### config.mk
export PLATFORM = sky130hd
export DESIGN_NAME = phase_order_corrector
export DESIGN_NICKNAME = d
export VERILOG_FILES = /design/src/rtl/phase_order_corrector.sv
export SDC_FILE = /design/constraint.sdc
export NUM_CORES = 1
export LEC_CHECK = 0
export CORE_MARGIN = 4
export CORE_UTILIZATION = 30
export DETAILED_ROUTE_END_ITERATION = 8
export SYNTH_ARGS = -nofsm -noshare
export SYNTH_HDL_FRONTEND = slang
export SYNTH_SLANG_ARGS = --single-unit
### constraint.sdc
create_clock -name clk_fast -period 1.95 [get_ports clk_fast]
set_input_delay 0.39 -clock clk_fast [delete_from_list [all_inputs] [get_ports clk_fast]]
set_output_delay 0.39 -clock clk_fast [all_outputs]
set_load 0.05 [all_outputs]
### src/rtl/phase_order_corrector.sv
module phase_order_corrector #(
  parameter int DW  = 4,
  parameter int PW  = 1,
  parameter int GRP = 4
) (
  input  logic          clk_fast,
  input  logic          rst_n,
  input  logic          ph_a,
  input  logic          ph_e,
  output logic          slave_rst,
  output logic [DW-1:0] n_code,
  output logic          cal_fail
);
  localparam int GW = (GRP > 1) ? $clog2(GRP) : 1;
  localparam int RW = $clog2(PW + (1 << DW) + 1);

  logic          a_q, err_q, tick_q;
  logic [GW-1:0] grp_q;
  logic [RW-1:0] hold_q;

  wire a_rise = ph_a & ~a_q;
  wire tick   = a_rise && (grp_q == GW'(GRP - 1));
  wire fire   = tick_q && err_q && (hold_q == '0);
  wire at_max = &n_code;

  always_ff @(posedge clk_fast or negedge rst_n) begin
    if (!rst_n) begin
      a_q      <= 1'b0;
      err_q    <= 1'b0;
      tick_q   <= 1'b0;
      grp_q    <= '0;
      hold_q   <= '0;
      n_code   <= '0;
      cal_fail <= 1'b0;
    end else begin
      a_q    <= ph_a;
      tick_q <= tick;
      if (a_rise) begin
        err_q <= ~ph_e;
        grp_q <= tick ? '0 : grp_q + 1'b1;
      end
      if (fire) begin
        hold_q <= RW'(PW) + RW'(n_code) + RW'(1);
        if (at_max) cal_fail <= 1'b1;
        else        n_code   <= n_code + 1'b1;
      end else if (hold_q != '0) begin
        hold_q <= hold_q - 1'b1;
      end
    end
  end

  assign slave_rst = (hold_q != '0);
endmodule

* Word level (Yosys, flattened, before mapping)
Index checks and enable logic that the tools add are counted.
Operators by class: multipliers 0, equality and inequality tests 1, shifts and indexed selects 0, add/sub/neg operators 5, divide/modulo/power cells 0, $lt $le $gt $ge 0, bitwise logic cells 4, mux-type cells 3, reduce and logical (&&, ||, !) cells 9
Operator list (number):
- $mux 5 | 2
- $add 1x4->5 const A | 1
- $add 5x1->5 const B | 1
- $logic_not 5->1 | 1
- $reduce_and 5->1 | 1
- $reduce_bool 5->1 | 1
- $sub 5x1->5 const B | 1
- $add 4x1->4 const B | 1
- $reduce_and 4->1 | 1
- $logic_and 1x1->1 | 3
- $not 1->1 | 3
- $add 2x1->2 const B | 1
- $eq 2x2->1 const B | 1
- $mux 2 | 1
- $reduce_and 2->1 | 1
- $reduce_bool 2->1 | 1
- $and 1x1->1 | 1
Word-level totals: register bits after elaboration 15, memory bits (read-only) 0, bits of input ports 4, latch bits 0, memory bits (writable) 0, memories 0, output and inout bits 6

* Logic depth before layout (Yosys ltp)
word-level depth 4, mapped depth 6, gate-level depth less buffers 6

* Worst setup path before layout
Ideal clock, no wire load.
path kind register to register, start reg hold_q[0], end reg n_code[3], stages on the path, launching flop included 7, arrival 1.528 ns, clock period less this slack 1.695 ns, slack 0.255 ns, library setup time 0.167 ns, path buffers 0, cell sequence dfrtp_1 > inv_1 > ha_1 > nor4b_4 > inv_2 > nor2_4 > a41oi_1
On the way: word-level cells in the longest chain between the ends 3
Ends and longest elaborated chain:
- start: declaration | RTL line 19 | logic [RW-1:0] hold_q;
- start signal: assignment | RTL line 43 | hold_q <= RW'(PW) + RW'(n_code) + RW'(1);
- start signal: assignment | RTL line 47 | hold_q <= hold_q - 1'b1;
- $logic_not 5->1 | RTL line 23 | wire fire = tick_q && err_q && (hold_q == '0);
- $logic_and 1x1->1 | RTL line 23
- $reduce_and 2->1 (no source line)
- end signal: assignment | RTL line 45 | else n_code <= n_code + 1'b1;
- end: declaration | RTL line 11 | output logic [DW-1:0] n_code,
Every way passes these cells. A chain may end at the register's enable or synchronous reset.

* Worst setup path after layout
start reg hold_q[0], end out slave_rst
On the way: word-level cells in the longest chain between the ends 1
Ends and longest elaborated chain:
- $reduce_bool 5->1 | RTL line 52 | assign slave_rst = (hold_q != '0);
- end: declaration | RTL line 10 | output logic slave_rst,
Every way passes these cells.

==> impl_metrics.toml <==
[cells_and_area]
final_nets = 87
fillerInstances = 217
finalCoreUtilization = 0.396
flow.area_growth_from_synthesis_pct = 23.1
n_antenna_cell = 0
summed_area_of_non_filler_cells_in_the_final_layout_um2 = 901
layout_cell_share_with_drive_strength_beyond_1 = 0.244

[pwr]
cell_leakage_power_nw = 0.412
p_switching_uw = 397
clockPowerShare = 0.170
share_comb_of_total_power = 0.379
intPower_uw = 660
power_density_nw_per_um2 = 1170
power.switching_fraction = 0.375
seqPwrFrac = 0.452
worst_ir_drop_vdd_mv = 0.673

[setup_path]
max_stage_delay_ns = 0.41
setup.worst_path.class = "reg2out"
timing.critical_path.from_type = "register"
slowest_cp_cell = "dfrtp_1"
worst_ep_arrival_time_ns = 1.47
worstPathCellList = "inv_1, ha_2, nor4b_4, inv_2, buf_6"
cpLargestDelayFamily = "flip-flops"
crit_buf_inv = 3
critPathMaxFanout = 5
crit_path_end_kind = "output port"
required_ns = 1.56

[grt]
grt_pass1_wl_um = 2360
grt_pass1_vias = 515
antenna_found_initial = 0
grt_overflow_total = 0
global_route.usage.total = 0.0942
grt_start_max_net_pins = 16

[route]
detail_route.vias_per_cell = 5.08
detail_route.first_pass.iterations = 4
dr_total_vias = 538
drcViolationCount = 0
drt-initial-drc-count = 6
wirelength_um = 1280
post_drt_wl_per_cell_um = 12.1
detail-route-antenna-nets = 0

[synth]
syn_area_per_cell_um2 = 11.8
adder_cell_fraction_of_synth_area = 0.0684
synthMuxAreaShare = 0.0444
netlist_instances = 62
compound_gate_portion_of_the_synthesized_area = 0.149
yosysUniqueCellTypes = 29
syn_nets = 70
synth_edf_count = 0
yosysWarningCount = 0
synth_area_um2 = 732
synth_simple_gate_area_share = 0.176
share_of_the_synthesized_netlist_area_taken_by_xor_and_xnor_gates = 0.0239
async_flop_share = 1.00
most_instantiated_flip_flop_cell_in_the_synthesis_netlist = "dfrtp_1"
main_combinational_cell_family_by_area_after_synthesis = "simple AND/OR/NAND/NOR gates"
synth_sequential_area_ratio = 0.513
ys_ff_latch = 15

[clocking]
cts.htree.levels = 1
ctsHoldBuffers = 0
cts.clk_slew.worst_paths_ns = 0.09
clock-root-buffer = "clkbuf_4"
clkLatencyLatePin_ns = 0.29
cts_buffer_depth = 2
cts_made_buffers = 3
clock-sinks = 15
tritoncts_clock_tree = "yes"

[die]
initial_core_util = 0.322
placementRows = 17
fp.dieArea_um2 = 3290
area_inside_the_core_boundary_um2 = 2280
die-height_um = 57.4
io_pins = 10
chipWidth_um = 57.4

[timing]
post-route-worst-setup-slack_ns = 0.0882
finClkSkew_ns = 0.00232
post-route-min-period_ns = 1.86
final_hold_viol_count = 0
max_freq_mhz = 537
max_slew.worst_pin.slew_ns = 0.490
max_slew_headroom_at_the_worst_pin = 0.672
min_period_over_period = 0.955
final_max_slew_viol_count = 0
setup-violations-final = 0

[job]
max_cap_viol_count = 0

[placed_design]
pre_cts_slack_ns = 0.294
dpl_cell_area_um2 = 860
globalplace.congestion = 0.747
numPortBuffers = 9
dp_hpwl_um = 974

[run_status]
outcome = "finished clean"

[worst_hold_path]
min-delay-path-class = "in2async"
[what timing repair did]
action                     CTS  global route
pin swaps                    0             0
setup endpoints to repair    1             1
resized for setup            2             0
buffers inserted             0             1
[registers in the layout (all words and copies together), names as in the netlist]
signal    flops
err_q         1
grp_q         2
n_code        4
cal_fail      1
tick_q        1
a_q           1
hold_q        5
[worst paths after layout]
| kind | from | to | slack [ns] | depth (start not counted) |
|---|---|---|---|---|
| setup / recovery | hold_q[0]$_DFFE_PN0P_ | slave_rst | 0.09 | 5 |
| hold / removal | rst_n | hold_q[3]$_DFFE_PN0P_ | 0.41 | 2 |
| setup reg to reg | hold_q[0]$_DFFE_PN0P_ | n_code[1]$_DFFE_PN0P_ | 0.36 | 6 |
| hold reg to reg | cal_fail$_DFFE_PN0P_ | cal_fail$_DFFE_PN0P_ | 0.49 | 1 |
| max in group asynchronous | rst_n | n_code[0]$_DFFE_PN0P_ | 1.37 | 2 |
| min in group clk_fast | cal_fail$_DFFE_PN0P_ | cal_fail$_DFFE_PN0P_ | 0.49 | 1 |
[power groups by stage]
| stage | Combinational, mW | Sequential (mW) | Clock [mW] |
|---|---|---|---|
| 2_1_floorplan | 0.248 | 0.503 | 0 |
| 3_3_place_gp | 0.370 | 0.480 | 0 |
| 3_5_place_dp | 0.385 | 0.484 | 0 |
| 4_1_cts | 0.398 | 0.478 | 0.192 |
| 5_1_grt | 0.444 | 0.491 | 0.215 |
| 6_report | 0.400 | 0.478 | 0.179 |
[stage by stage]
| stage | hold slack [ns] | setup TNS (ns) | std cells | total power [mW] |
|---|---|---|---|---|
| 2_1_floorplan | 0.0944 | 0 | 62 | 0.750 |
| 3_3_place_gp | 0.453 | 0 | 101 | 0.850 |
| 3_5_place_dp | 0.474 | 0 | 101 | 0.869 |
| 4_1_cts | 0.408 | 0 | 105 | 1.07 |
| 5_1_grt | 0.397 | -0.000861 | 106 | 1.15 |
| 6_report | 0.406 | 0 | 106 | 1.06 |
[logic make-up after synthesis]
kind of cell,after synthesis
buffers and inverters,5
AOI/OAI and AO/OA,14
xor gates and xnor gates,2
adders and majority gates,4
muxes,3
DFF,15
and+or+nand+nor,19
[cells in the final DEF, fill, tap and decap left out]
cell and n:
clkinv_2 1, xnor2_1 1, a31oi_1 2, nand2b_1 1, a41oi_1 2, a21o_1 1
and2_1 1, dfrtp_1 15, nor2_4 1, mux2i_1 1, inv_1 4, nand3_2 1
a211oi_1 2, o32ai_1 1, a21boi_0 1, ha_1 3, inv_2 1, nand2_1 2
clkbuf_4 3, a41o_1 1, clkdlybuf4s50_1 4, o21ai_0 2, nor3_1 3, buf_6 1
xor2_1 1, nor3b_1 1, buf_4 7, ha_2 1, nand3_1 3, nor2b_1 2
nor2_1 2, or3_1 1, nor4b_4 1, a221o_1 2, mux2_2 2
[area by class of cell]
class | count | area (um2) | area share
clock buffers | 3 | 22.5 | 0.0250
flip-flops and latches | 15 | 375 | 0.417
well taps | 28 | 35.0 | 0.0389
repair buffers | 12 | 104 | 0.115
clock inverters | 1 | 5.00 | 0.00556
inverters | 5 | 18.8 | 0.0208
multi-input cells | 42 | 340 | 0.378
[synth_stat cells (2+ instances only)]
cell type,instances,area [um2]
nor2_1,2,7.51
nor2b_1,2,12.5
nand3_1,3,15.0
nand2_1,2,7.51
inv_1,4,15.0
ha_1,4,50.1
a211oi_1,2,15.0
o21ai_0,2,10.0
dfrtp_1,15,375
mux2_2,2,22.5
nor3_1,3,15.0
a221o_1,2,20.0
a31oi_1,2,12.5
a41oi_1,2,17.5
[routing by layer]
layer | up-vias | wire length (um) | global-route usage
met4 | 0 | 17 | 0.0298
met3 | 2 | 128 | 0.0543
met2 | 15 | 585 | 0.148
met5 | - | 0 | 0
met1 | 254 | 547 | 0.107
li1 | 267 | - | -
Power figures use the tool's default switching activity.
